<file path="src/rtl/conv_seq_pkg.sv">
package conv_seq_pkg;

    typedef enum logic [1:0] {
        MODE_CONT   = 2'b00,
        MODE_RSVD   = 2'b01,
        MODE_SINGLE = 2'b10,
        MODE_PDOWN  = 2'b11
    } mode_e;

    typedef struct packed {
        logic [1:0] div;
        logic [2:0] rate;
    } cfg_t;

    localparam int unsigned RATE_CODES = 8;
    localparam logic [2:0]  RATE_RST   = 3'd4;
    localparam logic [1:0]  DIV_RST    = 2'd0;

    // update rate in tenths of a hertz
    function automatic int unsigned rate_dhz(input int unsigned code);
        case (code)
            0:       return 1200;
            1:       return 1000;
            2:       return 333;
            3:       return 200;
            4:       return 166;
            5:       return 167;
            6:       return 133;
            default: return 95;
        endcase
    endfunction

    function automatic longint unsigned base_ticks(input int unsigned code,
                                                   input longint unsigned clk_hz);
        return (clk_hz * 10) / longint'(rate_dhz(code));
    endfunction

    function automatic logic mode_runs(input mode_e m);
        return (m == MODE_CONT) || (m == MODE_SINGLE);
    endfunction

endpackage

</file>
<file path="src/rtl/conv_seq_regs.sv">
module conv_seq_regs
    import conv_seq_pkg::*;
(
    input  logic       clk,
    input  logic       rst,
    input  logic       mode_wr,
    input  logic [1:0] mode_in,
    input  logic       cfg_wr,
    input  logic [2:0] rate_in,
    input  logic [1:0] div_in,
    input  logic       single_done,
    output mode_e      mode,
    output cfg_t       cfg,
    output logic       restart
);

    assign restart = mode_wr | cfg_wr;

    always_ff @(posedge clk) begin
        if (rst) begin
            mode <= MODE_CONT;
            cfg  <= '{div: DIV_RST, rate: RATE_RST};
        end else begin
            if (mode_wr)
                mode <= mode_e'(mode_in);
            else if (single_done)
                mode <= MODE_PDOWN;
            if (cfg_wr)
                cfg <= '{div: div_in, rate: rate_in};
        end
    end

    p_cfg_hold_r3: assert property (@(posedge clk) disable iff (rst)
        !cfg_wr |=> $stable(cfg));

endmodule

</file>
<file path="src/rtl/conv_seq_timer.sv">
module conv_seq_timer
    import conv_seq_pkg::*;
#(
    parameter longint unsigned CLK_HZ = 4_915_200,
    parameter int unsigned     CNT_W  = 32
) (
    input  logic clk,
    input  logic rst,
    input  logic restart,
    input  logic active,
    input  cfg_t cfg,
    output logic due_pre,
    output logic due_now
);

    logic [CNT_W-1:0] lut [RATE_CODES];
    logic [CNT_W-1:0] period;
    logic [CNT_W-1:0] cnt;
    logic             settling;
    logic             wrap;

    generate
        for (genvar g = 0; g < RATE_CODES; g++) begin : g_lut
            assign lut[g] = CNT_W'(base_ticks(g, CLK_HZ));
        end
    endgenerate

    assign period  = lut[cfg.rate] << cfg.div;
    assign wrap    = (cnt == period - 1'b1);
    assign due_now = active & ~restart & ~settling & wrap;
    assign due_pre = active & ~restart & ~settling & (cnt == period - 2'd2);

    always_ff @(posedge clk) begin
        if (rst || restart || !active) begin
            cnt      <= '0;
            settling <= 1'b1;
        end else if (wrap) begin
            cnt      <= '0;
            settling <= 1'b0;
        end else begin
            cnt <= cnt + 1'b1;
        end
    end

    p_period_floor_r3: assert property (@(posedge clk) disable iff (rst)
        period >= 2);

    p_wrap_clears_r4: assert property (@(posedge clk) disable iff (rst)
        (due_now && !restart) |=> (cnt == '0) && !settling);

endmodule

</file>
<file path="src/rtl/conv_seq_out.sv">
module conv_seq_out #(
    parameter int unsigned DATA_W = 16
) (
    input  logic              clk,
    input  logic              rst,
    input  logic              due_pre,
    input  logic              due_now,
    input  logic              restart,
    input  logic              rd_done,
    input  logic [DATA_W-1:0] sample_in,
    output logic [DATA_W-1:0] data,
    output logic              rdy_n
);

    always_ff @(posedge clk) begin
        if (rst) begin
            data  <= '0;
            rdy_n <= 1'b1;
        end else if (due_now) begin
            data  <= sample_in;
            rdy_n <= 1'b0;
        end else if (restart || due_pre || rd_done) begin
            rdy_n <= 1'b1;
        end
    end

    p_rd_release_r6: assert property (@(posedge clk) disable iff (rst)
        (rd_done && !due_now) |=> rdy_n);

endmodule

</file>
<file path="src/rtl/conv_seq_top.sv">
module conv_seq_top
    import conv_seq_pkg::*;
#(
    parameter longint unsigned CLK_HZ = 4_915_200,
    parameter int unsigned     CNT_W  = 32,
    parameter int unsigned     DATA_W = 16
) (
    input  logic              clk,
    input  logic              rst,
    input  logic              mode_wr,
    input  logic [1:0]        mode_in,
    input  logic              cfg_wr,
    input  logic [2:0]        rate_in,
    input  logic [1:0]        div_in,
    input  logic [DATA_W-1:0] sample_in,
    input  logic              rd_done,
    output logic [1:0]        mode_o,
    output logic [2:0]        rate_o,
    output logic [1:0]        div_o,
    output logic [DATA_W-1:0] data_o,
    output logic              rdy_n
);

    mode_e mode;
    cfg_t  cfg;
    logic  restart, due_pre, due_now, single_done;

    assign single_done = due_now & (mode == MODE_SINGLE);

    conv_seq_regs u_regs (
        .clk(clk), .rst(rst), .mode_wr(mode_wr), .mode_in(mode_in),
        .cfg_wr(cfg_wr), .rate_in(rate_in), .div_in(div_in),
        .single_done(single_done), .mode(mode), .cfg(cfg), .restart(restart)
    );

    conv_seq_timer #(.CLK_HZ(CLK_HZ), .CNT_W(CNT_W)) u_timer (
        .clk(clk), .rst(rst), .restart(restart), .active(mode_runs(mode)),
        .cfg(cfg), .due_pre(due_pre), .due_now(due_now)
    );

    conv_seq_out #(.DATA_W(DATA_W)) u_out (
        .clk(clk), .rst(rst), .due_pre(due_pre), .due_now(due_now),
        .restart(restart), .rd_done(rd_done), .sample_in(sample_in),
        .data(data_o), .rdy_n(rdy_n)
    );

    assign mode_o = mode;
    assign rate_o = cfg.rate;
    assign div_o  = cfg.div;

    // modes 01 and 11 both have bit 0 set: no update may follow
    p_sleep_hold_r8: assert property (@(posedge clk) disable iff (rst)
        mode_o[0] |=> $stable(data_o));

    p_pre_release_r5: assert property (@(posedge clk) disable iff (rst)
        !$stable(data_o) |-> $past(rdy_n));

    p_single_sleep_r7: assert property (@(posedge clk) disable iff (rst)
        ($past(mode_o) == 2'b10 && $fell(rdy_n) && !$past(mode_wr)) |-> mode_o == 2'b11);

endmodule

</file>
<file path="config.mk">
export PLATFORM = sky130hd
export DESIGN_NAME = conv_seq_top
export DESIGN_NICKNAME = d
export VERILOG_FILES = /design/src/rtl/conv_seq_pkg.sv /design/src/rtl/conv_seq_regs.sv /design/src/rtl/conv_seq_timer.sv /design/src/rtl/conv_seq_out.sv /design/src/rtl/conv_seq_top.sv
export SDC_FILE = /design/constraint.sdc
export NUM_CORES = 1
export LEC_CHECK = 0
export ABC_AREA = 1
export CAP_MARGIN = 20
export CORE_MARGIN = 10
export CORE_UTILIZATION = 55
export CTS_CLUSTER_DIAMETER = 100
export DETAILED_ROUTE_END_ITERATION = 10
export DONT_BUFFER_PORTS = 1
export GPL_TIMING_DRIVEN = 0
export PLACE_DENSITY_LB_ADDON = 0.15
export SLEW_MARGIN = 20
export SYNTH_ARGS = -nofsm -noshare
export SYNTH_HDL_FRONTEND = slang
export SYNTH_HIERARCHICAL = 1
export SYNTH_SLANG_ARGS = --single-unit
</file>
<file path="constraint.sdc">
create_clock -name clk -period 5.1 [get_ports clk]
set_clock_uncertainty 0.15 [all_clocks]
set_input_delay 0.765 -clock clk [delete_from_list [all_inputs] [get_ports clk]]
set_output_delay 0.765 -clock clk [all_outputs]
set_load 0.05 [all_outputs]
</file>
After elaboration in Yosys (flattened, before gate mapping)

Memory sizes are Yosys's and may differ from the RTL's.
Cells that the tools add are included.

Register bits: 57
ROM bits: 256
Input bits: 28
Output and inout bits: 24
Logic and storage cells: 41
Memories: 1

Memories:

| memory           | words | width | rd ports | clocked after memory_dff | wr ports | RTL line             | RTL |
|---|---|---|---|---|---|---|---|
| (name not given) | 8     | 32    | 1        | 0                        | 0        | conv_seq_timer.sv:28 | `assign period = lut[cfg.rate] << cfg.div;` |

Add/subtract/negate cells: 3
$lt $le $gt $ge: 1
Equality and inequality tests: 3
Shift operators: 1
Muxes and demuxes: 6
Bitwise logic cells: 9
Reduce and logical (&&, ||, !) cells: 10

Operators by type and width:

| operator                                            | count |
|---|---|
| equality test 32 bit                                | 2 |
| two-way mux 32 bit                                  | 2 |
| adder 32 x 1 -> 32 bit (second input constant)      | 1 |
| << shifter 32 x 2 -> 32 bit                         | 1 |
| subtractor 32 x 1 -> 32 bit (second input constant) | 1 |
| subtractor 32 x 2 -> 32 bit (second input constant) | 1 |
| bitwise AND 1 bit                                   | 5 |
| logical OR 1 bit                                    | 5 |
| >= comparator 4 bit (second input constant)         | 1 |
| two-way mux 2 bit                                   | 2 |
| inverter 3 -> 4 bit                                 | 1 |
| nonzero test 2 bit                                  | 2 |
| equality test 2 bit (second input constant)         | 1 |
| logical NOT 2 bit                                   | 1 |
| two-way mux 1 bit                                   | 2 |
| inverter 1 bit                                      | 2 |
| OR reduction 2 bit                                  | 1 |
| logical NOT 1 bit                                   | 1 |
| bitwise OR 1 bit                                    | 1 |

Depth between registers and ports, before layout

Depth after elaboration: 12
Mapped depth: 27
Mapped depth without buffers: 27

By module

Netlist, hierarchy kept.

By module, submodules not included:

| module         | times used | cells an instance | area each (um^2) | sequential area each (um^2) |
|---|---|---|---|---|
| conv_seq_timer | 1          | 689               | 4023.9           | 660.6 |
| conv_seq_out   | 1          | 75                | 590.6            | 340.3 |
| conv_seq_regs  | 1          | 38                | 262.8            | 140.1 |
| conv_seq_top   | 1          | 3                 | 13.8             | 0.0 |

Worst setup path before layout

No wires, ideal clock.

Path type: register -> register
Start: reg, netlist name u_regs/cfg[1]
End: reg u_out.data[2]
Arrival time: 3.648 ns
Data required time: 4.833 ns
Slack: 1.185 ns
Cell stages (with the launch flop): 24
Cells stage by stage: dfxtp_1 -> inv_2 -> ha_1 -> inv_1 -> nand2_1 -> nand3_2 -> nand2_1 -> nand2_1 -> ha_1 -> xor2_1 -> or2_2 -> a21oi_1 -> o21ai_0 -> nor2_1 -> nand3_1 -> nor2_1 -> nand2_1 -> nor2_1 -> nand3_1 -> nor2_1 -> inv_2 -> buf_6 -> nor2_1 -> nor2_1

Longest elaborated chain between the ends: 8

RTL lines:

| what                                                  | RTL line             | RTL |
|---|---|---|
| inverter 3 -> 4 bit (not written as such)             | conv_seq_timer.sv:28 |  |
| memory read (8 x 32 bit)                              | n/a                  |  |
| two-way mux 32 bit (not written as such) (2 in a row) | conv_seq_timer.sv:28 |  |
| << shifter 32 x 2 -> 32 bit                           | conv_seq_timer.sv:28 |  |
| subtractor 32 x 1 -> 32 bit                           | conv_seq_timer.sv:29 | `assign wrap = (cnt == period - 1'b1);` |
| equality test 32 bit                                  | conv_seq_timer.sv:29 |  |
| bitwise AND 1 bit                                     | conv_seq_timer.sv:30 | `assign due_now = active & ~restart & ~settling & wrap;` |
| named net due_now                                     | conv_seq_top.sv:26   | `logic restart, due_pre, due_now, single_done;` |
| end signal: assignment                                | conv_seq_out.sv:20   | `data <= sample_in;` |
| end: declaration                                      | conv_seq_out.sv:11   | `output logic [DATA_W-1:0] data,` |

The timed path passes the listed nets, and every way through them passes these cells. The select of a mux whose other input is x is not followed.
A chain may end at the register's enable or synchronous reset.

Final worst setup path

Start: reg, netlist name u_regs/cfg[1]
End: reg u_out.data[2]

Longest elaborated chain between the ends: 8

RTL lines:

| what                                                  | RTL line |
|---|---|
| inverter 3 -> 4 bit (not written as such)             | conv_seq_timer.sv:28 |
| memory read (8 x 32 bit)                              | n/a |
| two-way mux 32 bit (not written as such) (2 in a row) | conv_seq_timer.sv:28 |
| << shifter 32 x 2 -> 32 bit                           | conv_seq_timer.sv:28 |
| subtractor 32 x 1 -> 32 bit                           | conv_seq_timer.sv:29 |
| equality test 32 bit                                  | conv_seq_timer.sv:29 |
| bitwise AND 1 bit                                     | conv_seq_timer.sv:30 |
| named net due_now                                     | conv_seq_top.sv:26 |

The timed path passes the listed nets, and every way through them passes these cells. The select of a mux whose other input is x is not followed.

==> results.sh <==
export IMPL_max_freq_mhz=220.5
export IMPL_slew_limit_headroom_pct=59.76
export IMPL_grt_use_total_pct=19.64
export IMPL_finalSetupViolations=0
export IMPL_hpwlAfterDp_um=10240
export IMPL_antenna_cells=0
export IMPL_syn_avg_cell_area_sq_um=6.076
export IMPL_rsz0062_at_grt="false"
export IMPL_cts_tree="yes"
export IMPL_synthesis_nets=843
export IMPL_synth_warning_count=6
export IMPL_synth_area_sq_um=4891
export IMPL_antenna_found_initial=0
export IMPL_finalCritPeriodShare_pct=88.92
export IMPL_startpoint_type="flip-flop"
export IMPL_totalWireLength_um=12750
export IMPL_initial_core_util_pct=56.36
export IMPL_drt_iter0_drc=479
export IMPL_final_common_cell="nand2_1"
export IMPL_fp_dieW_um=114.3
export IMPL_seq_area_frac_synth_pct=23.33
export IMPL_pwr_share_seq_pct=38.0
export IMPL_switchingPower_mw=0.4399
export IMPL_cts_buffer_depth=2
export IMPL_path_class="flip-flop to flip-flop"
export IMPL_final_cell_mix="230 x nand2_1, 106 x nor2_1, 90 x inv_1, 90 x nand3_1"
export IMPL_h_tree_depth=3
export IMPL_dpl_instance_area_sq_um=5026
export IMPL_r2r_slack_ns=0.56
export IMPL_grt_overflow=0
export IMPL_dieArea_sq_um=13060
export IMPL_rr_endpoint="u_out/data[2]$_SDFFE_PP0P_"
export IMPL_portBuffers=0
export IMPL_cts_buffers=9
export IMPL_hold_class="flip-flop to flip-flop"
export IMPL_min_from="u_timer/settling$_SDFFE_PP1N_"
export IMPL_clock_sinks=57
export IMPL_clk_pin_slew_worst_paths_ns=0.07
export IMPL_power_density_nw_per_um2=237.1
export IMPL_ir_drop_mv=0.2083
export IMPL_crit_fanout=12
export IMPL_grt_pass1_wl_um=21300
export IMPL_period_needed_ns=4.535
export IMPL_clkLatencyLatePin_ns=0.34
export IMPL_min_to="u_timer/settling$_SDFFE_PP1N_"
export IMPL_wl_met2_um=6128
export IMPL_drt_first_pass_iters=5
export IMPL_grt_max_degree=13
export IMPL_grt_pass1_vias=4518
export IMPL_ys_types=32
export IMPL_hold_depth=2
export IMPL_num_rows=34
export IMPL_tightest_slew_ns=0.6028
export IMPL_core_area_sq_um=8678
export IMPL_die_y_um=114.3
export IMPL_drt_vias_per_instance=5.265
export IMPL_ios=52
export IMPL_p_leak_nw=2.433
export IMPL_sw_frac_of_total_pct=35.53
export IMPL_ant_nets=0
export IMPL_drv_cap=0
export IMPL_internal_power_mw=0.7982
export IMPL_status="finished, final reports clean"
export IMPL_power_frac_comb_pct=27.8
export IMPL_gp_congestion=0.9631
export IMPL_syn_instance_count=805
export IMPL_maxSlewViolCount=0
export IMPL_top_layer_used="met4"
export IMPL_fillCellCount=869
export IMPL_syn2layout_area_growth_pct=6.779
export IMPL_required_ns=5.18
export IMPL_num_vias=4886
export IMPL_wl_per_cell_um=13.74
export IMPL_r2r_cells=23
export IMPL_clkPwrFrac_pct=34.2
export IMPL_wl_met1_um=5696
export IMPL_synth_seq_cells=57
export IMPL_final_area_sq_um=5223
export IMPL_drive_gt1_share_pct=13.54
export IMPL_cp_end_kind="flip-flop"
export IMPL_wl_met3_um=783
export IMPL_setup_tns_ns=0
export IMPL_arrival_ns=4.61
export IMPL_drc=0
export IMPL_fin_nets=854
export IMPL_rr_startpoint="u_regs/cfg[1]$_SDFFE_PP0P_"
export IMPL_finalHoldViolCount=0
export IMPL_root_buffer="clkbuf_8"
==> timing repair <==
| action | in CTS | in global routing |
|---|---|---|
| buffers inserted | 0 | 0 |
| endpoints found under the setup margin | 0 | 19 |
| hold buffers | 0 | 0 |
| gates resized for setup | 0 | 2 |
==> worst max-delay path: stages, from the launching register on <==
cell,delay (ns)
dfxtp_2,0.66
inv_2,0.15
ha_1,0.31
inv_1,0.04
nand2_1,0.09
nand3_2,0.12
nand2_1,0.09
nand2_1,0.14
ha_1,0.31
xor2_1,0.20
or2_2,0.31
a21oi_1,0.14
o21ai_0,0.11
nor2_1,0.14
nand3_1,0.08
nor2_1,0.12
nand2_1,0.07
nor2_1,0.09
nand3_1,0.14
nor2_1,0.47
inv_2,0.17
buf_6,0.18
nor2_1,0.08
nor2_1,0.06
==> power groups by stage <==
stage	Combinational (mW)	Clock [mW]	Sequential [mW]
5_1_grt	0.385	0.456	0.471
3_5_place_dp	0.337	0	0.480
6_report	0.344	0.424	0.470
2_1_floorplan	0.275	0	0.478
3_3_place_gp	0.331	0	0.480
4_1_cts	0.339	0.433	0.470
==> synth_stat cells <==
master | n | area share [%]
nand2_1 | 230 | 18
nor2_1 | 106 | 8.1
inv_1 | 90 | 6.9
nand3_1 | 90 | 9.2
dfxtp_1 | 57 | 23
xor2_1 | 55 | 9.8
nor2_2 | 36 | 4.6
o21ai_0 | 25 | 2.6
nor3_1 | 15 | 1.5
nand2_2 | 14 | 1.8
xnor2_1 | 11 | 2.0
ha_1 | 10 | 2.6
buf_6 | 8 | 1.8
inv_2 | 8 | 0.61
a21oi_1 | 6 | 0.61
nand4_1 | 6 | 0.77
nor2_4 | 6 | 1.4
buf_2 | 5 | 0.51
buf_4 | 5 | 0.77
nand3_2 | 4 | 0.82
o21ai_1 | 3 | 0.31
or2_2 | 3 | 0.38
clkbuf_1 | 2 | 0.15
nand2_4 | 2 | 0.46
a21o_1 | 1 | 0.15
inv_4 | 1 | 0.13
nand3b_1 | 1 | 0.15
nor3_2 | 1 | 0.20
nor4_1 | 1 | 0.13
nor4_2 | 1 | 0.26
o22ai_1 | 1 | 0.13
or3_1 | 1 | 0.13
==> cell type report <==
cell class | count | area (sq um) | share of cell area [%]
tap | 108 | 135.1 | 2.587
inverter | 99 | 374.1 | 7.163
sequential | 57 | 1144 | 21.90
clock buffer | 10 | 137.6 | 2.635
buffer | 20 | 160.2 | 3.067
clock inverter | 5 | 56.30 | 1.078
multi-input combinational | 629 | 3216 | 61.57
==> worst max-delay path by stage <==
| stage | startpoint | end | slack (ns) | depth (start not counted) |
|---|---|---|---|---|
| 2_1_floorplan | u_regs/cfg[1]$_SDFFE_PP0P_ | u_out/data[2]$_SDFFE_PP0P_ | 1.18 | 23 |
| 3_3_place_gp | u_regs/cfg[1]$_SDFFE_PP0P_ | u_out/data[5]$_SDFFE_PP0P_ | 0.48 | 23 |
| 3_5_place_dp | u_regs/cfg[1]$_SDFFE_PP0P_ | u_out/data[2]$_SDFFE_PP0P_ | 0.30 | 23 |
| 4_1_cts | u_regs/cfg[1]$_SDFFE_PP0P_ | u_out/data[2]$_SDFFE_PP0P_ | 0.26 | 23 |
| 5_1_grt | u_regs/cfg[1]$_SDFFE_PP0P_ | u_out/data[2]$_SDFFE_PP0P_ | 0.1 | 23 |
| 6_report | u_regs/cfg[1]$_SDFFE_PP0P_ | u_out/data[2]$_SDFFE_PP0P_ | 0.56 | 23 |
==> registers in the layout, summed over array words and instances (netlist names) <==
register / count
u_out/data: 16
u_out/rdy_n: 1
u_regs/cfg: 5
u_regs/mode: 2
u_timer/cnt: 32
u_timer/settling: 1
==> through the flow <==
step / power (mW) / cells / utilization [%] / hold WS [ns] / setup slack (ns)
after detailed placement: 0.8173 / 913 / 57.92 / 0.3072 / 0.3007
after floorplan: 0.7531 / 805 / - / 0.2622 / 1.185
final: 1.238 / 928 / 60.18 / 0.3133 / 0.5650
after global routing: 1.313 / 928 / 60.18 / 0.3436 / 0.09917
after global placement: 0.8108 / 913 / 57.92 / 0.2757 / 0.4773
after CTS: 1.242 / 928 / 60.15 / 0.3177 / 0.2599
==> layer usage <==
metal	vias to the layer above	global-route usage (%)
li1	2505	-
met1	2203	24.92
met2	164	33.49
met3	14	3.092
met4	0	5.514
met5	-	0
==> kinds of logic (layout without fill, tap and decap cells) <==
kind of cell	count (synthesis)	after routing	share of synthesized area (%)
XOR/XNOR	66	66	11.82
AND/OR/NAND/NOR	517	517	47.61
adder cells (fa/ha/maj)	10	10	2.558
AO/OA/AOI/OAI	36	36	3.761
buffers and inverters	119	134	10.92
flip-flops	57	57	23.33
(Power assumes the default switching activity.)
